## config.mk

```make
export PLATFORM = sky130hd
export DESIGN_NAME = boot_prom_reader
export DESIGN_NICKNAME = d
export VERILOG_FILES = /design/src/rtl/prom_rd_pkg.sv /design/src/rtl/prom_sclk_gen.sv /design/src/rtl/prom_addr_tx.sv /design/src/rtl/prom_data_rx.sv /design/src/rtl/boot_prom_reader.sv
export SDC_FILE = /design/constraint.sdc
export NUM_CORES = 1
export LEC_CHECK = 0
export BUFFER_PORTS_ARGS = -buffer_cell sky130_fd_sc_hd__buf_4
export CAP_MARGIN = 20
export CELL_PAD_IN_SITES_DETAIL_PLACEMENT = 0
export CELL_PAD_IN_SITES_GLOBAL_PLACEMENT = 1
export CORE_ASPECT_RATIO = 0.9
export CORE_MARGIN = 2
export CORE_UTILIZATION = 46
export CTS_BUF_LIST = sky130_fd_sc_hd__clkbuf_4 sky130_fd_sc_hd__clkbuf_8 sky130_fd_sc_hd__clkbuf_16
export CTS_CLUSTER_SIZE = 30
export DETAILED_ROUTE_END_ITERATION = 12
export PLACE_DENSITY_LB_ADDON = 0.1
export SLEW_MARGIN = 20
export SYNTH_ARGS = -nofsm -noshare
export SYNTH_HDL_FRONTEND = slang
export SYNTH_SLANG_ARGS = --single-unit
```

## constraint.sdc

```tcl
create_clock -name clk -period 3.6 [get_ports clk]
set_input_delay 0.18 -clock clk [delete_from_list [all_inputs] [get_ports clk]]
set_output_delay 0.18 -clock clk [all_outputs]
set_load 0.01 [all_outputs]
```

## src/rtl/prom_rd_pkg.sv

```systemverilog
package prom_rd_pkg;
  typedef enum logic {ST_IDLE = 1'b0, ST_BUSY = 1'b1} prom_state_t;
endpackage

```

## src/rtl/prom_sclk_gen.sv

```systemverilog
module prom_sclk_gen #(
  parameter int HALF_W = 4
) (
  input  logic              clk,
  input  logic              rst,
  input  logic              en,
  input  logic [HALF_W-1:0] half,
  output logic              rise_tick,
  output logic              fall_tick,
  output logic              sclk
);
  localparam int CW = HALF_W + 1;

  logic [CW-1:0] cnt;
  logic [CW-1:0] half_ext;

  assign half_ext  = CW'(half);
  assign rise_tick = en && (cnt == half_ext - CW'(1));
  assign fall_tick = en && (cnt == (half_ext << 1) - CW'(1));

  always_ff @(posedge clk) begin
    if (rst || !en) begin
      cnt  <= '0;
      sclk <= 1'b0;
    end else begin
      cnt <= fall_tick ? '0 : cnt + CW'(1);
      if (rise_tick)      sclk <= 1'b1;
      else if (fall_tick) sclk <= 1'b0;
    end
  end
endmodule

```

## src/rtl/prom_addr_tx.sv

```systemverilog
module prom_addr_tx #(
  parameter int AW = 21
) (
  input  logic          clk,
  input  logic          rst,
  input  logic          load,
  input  logic [AW-1:0] addr,
  input  logic          shift,
  output logic          sbit
);
  logic [AW-1:0] sr;

  assign sbit = sr[AW-1];

  always_ff @(posedge clk) begin
    if (rst)        sr <= '0;
    else if (load)  sr <= addr;
    else if (shift) sr <= {sr[AW-2:0], 1'b0};
  end
endmodule

```

## src/rtl/prom_data_rx.sv

```systemverilog
module prom_data_rx #(
  parameter int DW = 16
) (
  input  logic          clk,
  input  logic          rst,
  input  logic          clear,
  input  logic          sample,
  input  logic          din,
  output logic [DW-1:0] word
);
  always_ff @(posedge clk) begin
    if (rst || clear) word <= '0;
    else if (sample)  word <= {word[DW-2:0], din};
  end
endmodule

```

## src/rtl/boot_prom_reader.sv

```systemverilog
module boot_prom_reader
  import prom_rd_pkg::*;
#(
  parameter int ADDR_W   = 21,
  parameter int DATA_W   = 16,
  parameter int DIV_W    = 3,
  parameter int TURN_CYC = 2
) (
  input  logic              clk,
  input  logic              rst,
  input  logic              req_valid,
  input  logic [ADDR_W-1:0] req_addr,
  input  logic [DIV_W-1:0]  div_sel,
  output logic              ready,
  output logic              ack_valid,
  output logic [DATA_W-1:0] ack_data,
  output logic              sclk,
  output logic              saddr,
  output logic              sstrobe,
  input  logic              sdata
);
  localparam int STRB_IDX   = ADDR_W;
  localparam int DATA_START = ADDR_W + 1 + TURN_CYC;
  localparam int LAST_IDX   = DATA_START + DATA_W - 1;
  localparam int CNT_W      = $clog2(LAST_IDX + 1);
  localparam int HALF_W     = DIV_W + 1;

  prom_state_t       state;
  logic [CNT_W-1:0]  bidx;
  logic [HALF_W-1:0] half_q;
  logic              rise_tick, fall_tick;
  logic [DATA_W-1:0] word;
  logic              busy, accept;

  assign busy   = (state == ST_BUSY);
  assign accept = req_valid && (state == ST_IDLE);
  assign ready  = (state == ST_IDLE);

  prom_sclk_gen #(.HALF_W(HALF_W)) u_sclk (
    .clk(clk), .rst(rst), .en(busy), .half(half_q),
    .rise_tick(rise_tick), .fall_tick(fall_tick), .sclk(sclk)
  );

  prom_addr_tx #(.AW(ADDR_W)) u_atx (
    .clk(clk), .rst(rst), .load(accept), .addr(req_addr),
    .shift(fall_tick), .sbit(saddr)
  );

  prom_data_rx #(.DW(DATA_W)) u_drx (
    .clk(clk), .rst(rst), .clear(accept),
    .sample(rise_tick && (bidx >= CNT_W'(DATA_START))),
    .din(sdata), .word(word)
  );

  always_ff @(posedge clk) begin
    if (rst) begin
      state     <= ST_IDLE;
      bidx      <= '0;
      half_q    <= HALF_W'(1);
      sstrobe   <= 1'b0;
      ack_valid <= 1'b0;
      ack_data  <= '0;
    end else begin
      ack_valid <= 1'b0;
      unique case (state)
        ST_IDLE: begin
          if (req_valid) begin
            state   <= ST_BUSY;
            bidx    <= '0;
            half_q  <= HALF_W'(div_sel) + HALF_W'(1);
            sstrobe <= 1'b0;
          end
        end
        ST_BUSY: begin
          if (fall_tick) begin
            if (bidx == CNT_W'(LAST_IDX)) begin
              state     <= ST_IDLE;
              ack_valid <= 1'b1;
              ack_data  <= word;
              sstrobe   <= 1'b0;
            end else begin
              bidx    <= bidx + CNT_W'(1);
              sstrobe <= (bidx + CNT_W'(1) == CNT_W'(STRB_IDX));
            end
          end
        end
        default: state <= ST_IDLE;
      endcase
    end
  end
endmodule

```

==> impl_results.md, run 1 <==
- Crit start category: register
- Slew @ Worst Pin: 0.740 ns
- Routability cong.: 0.757
- Commonest non-fill, non-tap cell in the layout: dfxtp_1
- Hold_buf cts: 0
- Max-Cap Viols: 0
- Post-synth ARST share: 0
- Initial core utilization: 0.478
- Die area: 0.00752 mm^2
- Worst VDD drop: 0.214 mV
- Tot GR Track Use: 0.188
- Crit-path cells: inv_1 > ha_1 > xor3_2 > nor4_4 > nand3_1 > nand2_1 > a21oi_1
- Worst reg2reg path depth: 7
- Layout net count: 424
- Crit-path max cell delay: 0.58 ns
- Worst hold start: req_addr[0]
- Cts repair resizes: 0
- Hold Path Stages: 3
- Vias in the first global route: 2250
- Number of DRC markers in iteration 0: 125
- Clock Sinks: 72
- Yosys cell types: 46
- Mean Syn Cell Area: 8.91 um^2
- Power density over the cells: 421 mW/mm^2
- CTS buffer count: 9
- Hpwl dp: 4200 um
- Buffers plus inverters on the worst setup path: 1
- DRC: 0
- Die Ht: 82.5 um
- WHS Endpoint: u_atx.sr[0]
- Critical Path Sink Type: register
- DR vias: 2562
- Worst-path maximum fanout: 18
- RSZ-0062 raised after global routing: no
- Beginning of the worst register-to-register path: half_q[0]
- Yosys warnings: 0
- Longest Clk Path Bufs: 2
- Hold Violations, Final: 0
- Setup bufs post-CTS: 0
- Port bufs: 48
- Area growth, synth to finish: 17.5%
- H-tree depth: 3
- First-pass GRT wire length: 11000 um
- #FFs+latches synth: 72
- Top Ports: 49
- Period utilization: 0.685
- WL/cell: 13.6 um
- Largest net degree at the start of global routing: 52
- DR pass1 iterations: 4
- Clock Latency Late Sink: 0.35 ns
- Post-synth EDFFs: 0
- Register area share after synthesis: 0.458
- Clk_skew: 0.00679 ns
- Die W: 91.2 um
- P_leak: 1.38 nW
- Inserted Diodes: 0
- Most frequent cells in the layout: dfxtp_1, nand2_1, buf_4, a21oi_1
- Slew Limit Headroom: 0.505
- Root Buffer: clkbuf_8
- Antenna Nets Post-Route: 0
- Core ar.: 0.00659 mm^2
- Synth top area share: 0.458
- Most area-consuming cells after synthesis: dfxtp_1, nand2_1, a21oi_1
- Reg2reg end: ack_data[12]
- Run status: finished clean
- Final TNS setup: 0 ns
- Min-delay worst type: input port to register
- Cell area after synthesis: 0.00315 mm^2
- Vias/cell: 5.27
- Setup violators final: 0
- TritonCTS clock tree: yes
- Fin Hold WS: 0.0824 ns
- R2r setup slk: 1.14 ns
- Initial antenna violation count: 0
- Final slew viol count: 0
- Critical path's top delay family: simple AND/OR/NAND/NOR gates
- Share of cells above drive strength 1: 0.222
- Syn nets: 386
- Row Count: 28
- Critical Path AT: 2.69 ns
- Top FF cell, synth: dfxtp_1
- Clock Pin Slew Worst Setup and Hold Paths: 0.08 ns
- Cell taking the most area after synthesis: dfxtp_1
- Achievable Freq: 0.406 GHz
- Tmin final: 2.46 ns
- WL final: 6610 um
- GRT overflow: 0
- Mapped Cells: 353
- Slowest cell on the critical path: nand3_1
- CP required: 3.82 ns
- WS Path Type: register to register
==> flip-flops by register name, indices dropped and copies added (netlist names) <==
signal / flops
u_atx.sr: 21
ack_data: 16
u_drx.word: 16
bidx: 6
u_sclk.cnt: 5
half_q: 4
ack_valid: 1
busy: 1
sstrobe: 1
u_sclk.sclk: 1
==> worst min-delay path: cells and delay by family <==
family                 cells  cell delay [ns]
AOI/OAI and AO/OA          1             0.05
buffers and inverters      1             0.11
and+or+nand+nor            1             0.05
==> synthesized netlist by cell type, types with 2 or more instances <==
library cell / instances
nor4b_1: 2
a22oi_1: 5
a22oi_2: 8
nor2_1: 27
xnor2_1: 7
o22ai_1: 2
nand2_1: 59
o221a_2: 3
clkbuf_1: 15
and3_1: 2
buf_6: 4
mux2i_1: 16
a211oi_1: 2
buf_1: 2
ha_1: 5
a211o_1: 2
o211ai_1: 2
nor3_1: 6
buf_2: 3
inv_1: 5
nor4_1: 6
dfxtp_1: 72
xor2_1: 7
nand3_1: 27
a21oi_1: 41
nand4_1: 3
==> power breakdown <==
| part | switching, mW | internal, mW |
|---|---|---|
| clock network | 0.314 | 0.271 |
| registers | 0.0164 | 0.817 |
| logic | 0.0733 | 0.0653 |
| total | 0.404 | 1.15 |
==> how the worst max path moves through the flow <==
stage | start | endpoint | cells after the start
after floorplan | half_q[0] | u_drx.word[10] | 8
after global placement | half_q[0] | ack_data[1] | 7
after detailed placement | half_q[0] | ack_data[12] | 7
after CTS | half_q[0] | ack_data[12] | 7
after global routing | half_q[0] | ack_data[11] | 7
final | half_q[0] | ack_data[12] | 7
==> final cells by class <==
type / instances / area (um^2)
Fill cell: 634 / 2890
Multi-Input combinational cell: 249 / 1540
Sequential cell: 72 / 1440
Timing Repair Buffer: 54 / 405
Clock buffer: 10 / 138
Tap cell: 90 / 113
Clock inverter: 6 / 43.8
Inverter: 5 / 18.8
==> logic make-up (layout without fill, tap and decap cells) <==
logic type               count (synthesis)  after routing  synth area share
AND/OR/NAND/NOR                        142            142             0.214
multiplexers                            16             16            0.0509
adder cells (fa/ha/maj)                  5              5            0.0199
buffers and inverters                   32             75            0.0557
XOR/XNOR                                15             15            0.0469
flip-flops                              72             72             0.458
AO/OA/AOI/OAI                           71             71             0.154
==> metal layers <==
layer  track usage  vias up  part of all wire
met3        0.0617        9             0.043
li1              -     1311                 -
met4        0.0727        0             0.014
met1         0.237     1200              0.48
met2         0.301       42              0.47
met5             0        -                 0
==> per-stage QoR <==
step | total power, mW | util | instances | cell area (um^2) | worst slack [ns]
floorplan | 0.943 | - | 353 | 3150 | 1.48
global placement | 0.991 | 0.534 | 470 | 3520 | 1.16
detailed placement | 0.992 | 0.534 | 470 | 3520 | 1.10
CTS | 1.58 | 0.561 | 486 | 3700 | 1.09
global route | 1.63 | 0.561 | 486 | 3700 | 0.898
finish | 1.56 | 0.561 | 486 | 3700 | 1.14
(Power assumes the default switching activity.)
==> inputs of run 2 (changes only) <==
Settings changed: ABC_AREA set to 1, CORE_UTILIZATION 46 to 40.
Clock period 3.6 ns to 2.4 ns, I/O delays scaled along.
==> impl_results.md, run 2 <==
- Reg2reg end: ack_data[3]
- Setup bufs post-CTS: 0 (unchanged)
- Cell area after synthesis: 0.00335 mm^2 (+6.4%)
- H-tree depth: 3 (unchanged)
- Worst-path maximum fanout: 16 (-2)
- Hold Path Stages: 5 (+2)
- Place WS: 0.356 ns (-0.743 ns)
- CP startpoint: half_q[0]
- Cts repair resizes: 0 (unchanged)
- Worst VDD drop: 0.260 mV (+21%)
- Critical Path AT: 2.33 ns (-0.36 ns)
- WL final: 7440 um (+12%)
- Root Buffer: clkbuf_8
- Final slew viol count: 0 (unchanged)
- Yosys cell types: 30 (-35%)
- GRT overflow: 0 (unchanged)
- Hold Violations, Final: 0 (unchanged)
- Final TNS setup: 0 ns (unchanged)
- Row Count: 31 (+11%)
- Count leader, synth: nor2_1
- Die W: 100 um (+10%)
- Top FF cell, synth: dfxtp_1
- Hold_buf cts: 4 (+4)
- Register area share after synthesis: 0.431 (-0.0274)
- DR pass1 iterations: 4 (unchanged)
- Min-delay worst type: input port to register
- Share of cells above drive strength 1: 0.152 (-0.0706)
- Clock Pin Slew Worst Setup and Hold Paths: 0.08 ns (about the same)
- Mapped Cells: 499 (+41%)
- Flip-flop count of the largest register after layout: 21 (unchanged)
- Most area-consuming cells after synthesis: dfxtp_1, nor2_1, nand2_1
- Antenna Nets Post-Route: 0 (unchanged)
- Top reg by flops: u_atx.sr
- Hpwl dp: 5190 um (+24%)
- Critical Path Sink Type: register
- Layout net count: 582 (+37%)
- Top Ports: 49 (unchanged)
- Core ar.: 0.00807 mm^2 (+22%)
- Synth top cells by count: nor2_1, nand2_1, dfxtp_1, inv_1, nand3_1
- Yosys warnings: 0 (unchanged)
- Largest registers: u_atx.sr: 21 flops, ack_data: 16 flops, u_drx.word: 16 flops
- R2r setup slk: 0.35 ns (-0.79 ns)
- Largest net degree at the start of global routing: 34 (-35%)
- WS Path Type: register to register
- Worst reg2reg path depth: 11 (+4)
- WL/cell: 11.4 um (-16%)
- Beginning of the worst register-to-register path: half_q[0]
- Fin Hold WS: 0.0896 ns (+0.00723 ns)
- Post-synth EDFFs: 0 (unchanged)
- Clk_skew: 0.00981 ns (+0.00301 ns)
- Longest Clk Path Bufs: 2 (unchanged)
- Post-synth ARST share: 0 (unchanged)
- Routability cong.: 0.840 (+11%)
- Initial antenna violation count: 0 (unchanged)
- Slew @ Worst Pin: 0.516 ns (-0.224 ns)
- Vias/cell: 4.55 (-14%)
- Cell taking the most area after synthesis: dfxtp_1
- Die Ht: 90.8 um (+10%)
- Achievable Freq: 0.488 GHz (+20%)
- Area growth, synth to finish: 19.7%
- CTS buffer count: 9 (unchanged)
- Commonest non-fill, non-tap cell in the layout: nor2_1
- DRC: 0 (unchanged)
- Syn nets: 532 (+38%)
- Clock Latency Late Sink: 0.34 ns (about the same)
- Power density over the cells: 623 mW/mm^2 (+48%)
- Slew Limit Headroom: 0.655 (+0.149)
- #FFs+latches synth: 72 (unchanged)
- DR vias: 2974 (+16%)
- Synth top area share: 0.431 (-0.0274)
- Period utilization: 0.854 (+0.170)
- Crit start category: register
- Run status: finished clean
- Number of DRC markers in iteration 0: 82 (-34%)
- Tmin final: 2.05 ns (-0.414 ns)
- Clock Sinks: 72 (unchanged)
- P_leak: 2.01 nW (+46%)
- Vias in the first global route: 2830 (+26%)
- Most frequent cells in the layout: nor2_1, nand2_1, dfxtp_1, inv_1, buf_4
- CP required: 2.68 ns (-1.14 ns)
- RSZ-0062 raised after global routing: no
- Max-Cap Viols: 0 (unchanged)
- Port bufs: 48 (unchanged)
- Mean Syn Cell Area: 6.70 um^2 (-25%)
- Setup violators final: 0 (unchanged)
- First-pass GRT wire length: 12900 um (+17%)
- Initial core utilization: 0.415 (-0.0629)
- Worst hold start: req_addr[14]
- WHS Endpoint: u_atx.sr[14]
- TritonCTS clock tree: yes
- Die area: 0.00911 mm^2 (+21%)
- Total Power: 2.49 mW (+60%)
- PnR worst setup slack: 0.350 ns (-0.786 ns)
- Tot GR Track Use: 0.174 (-0.0140)
- Inserted Diodes: 0 (unchanged)
run 2: critical path, stage by stage, from the launching register on:
cell and delay (ns):
dfxtp_1 0.40, inv_2 0.08, ha_1 0.35, inv_1 0.07, nand2_1 0.04, nand2_1 0.06, nand3_1 0.08, nor2_2 0.13
nand2_4 0.15, nor2_4 0.35, o21ai_0 0.15, nor2_1 0.11
run 2: final cells by class:
cell class                 instances  area (um^2)
inverter                          69          262
multi-input combinational        339         1540
clock inverter                     5         38.8
fill                             873         4060
clock buffer                      11          151
tap                               99          124
timing repair buffer              58          445
sequential                        72         1440
run 2: worst max path at each step:
stage | end | slack [ns] | cells after the start
6_report | ack_data[3] | 0.35 | 11
2_1_floorplan | ack_data[11] | 0.64 | 13
3_3_place_gp | ack_data[5] | 0.45 | 11
4_1_cts | ack_data[3] | 0.33 | 11
5_1_grt | ack_data[6] | 0.12 | 11
3_5_place_dp | ack_data[3] | 0.36 | 11
run 2: through the flow:
step	utilization	cells	cell area, um^2
CTS	0.496	653	4000
finish	0.496	653	4000
floorplan	-	499	3350
global route	0.496	653	4000
global placement	0.468	633	3770
detailed placement	0.468	633	3770
run 2: logic make-up after synthesis:
logic type,synth area share
buffers and inverters,0.108
AO/OA/AOI/OAI,0.0767
AND/OR/NAND/NOR,0.344
adder cells (fa/ha/maj),0.0187
flip-flops,0.431
XOR/XNOR,0.0209
run 2: routing by layer:
| metal | wire, um | track usage |
|---|---|---|
| met1 | 3740 | 0.232 |
| met2 | 3360 | 0.278 |
| met3 | 292 | 0.0472 |
| met4 | 38 | 0.0411 |
| met5 | 0 | 0 |
run 2: power by group:
| part | switching [mW] | internal (mW) |
|---|---|---|
| sequential | 0.0303 | 1.24 |
| clock | 0.473 | 0.439 |
| combinational | 0.186 | 0.125 |
| total | 0.690 | 1.80 |
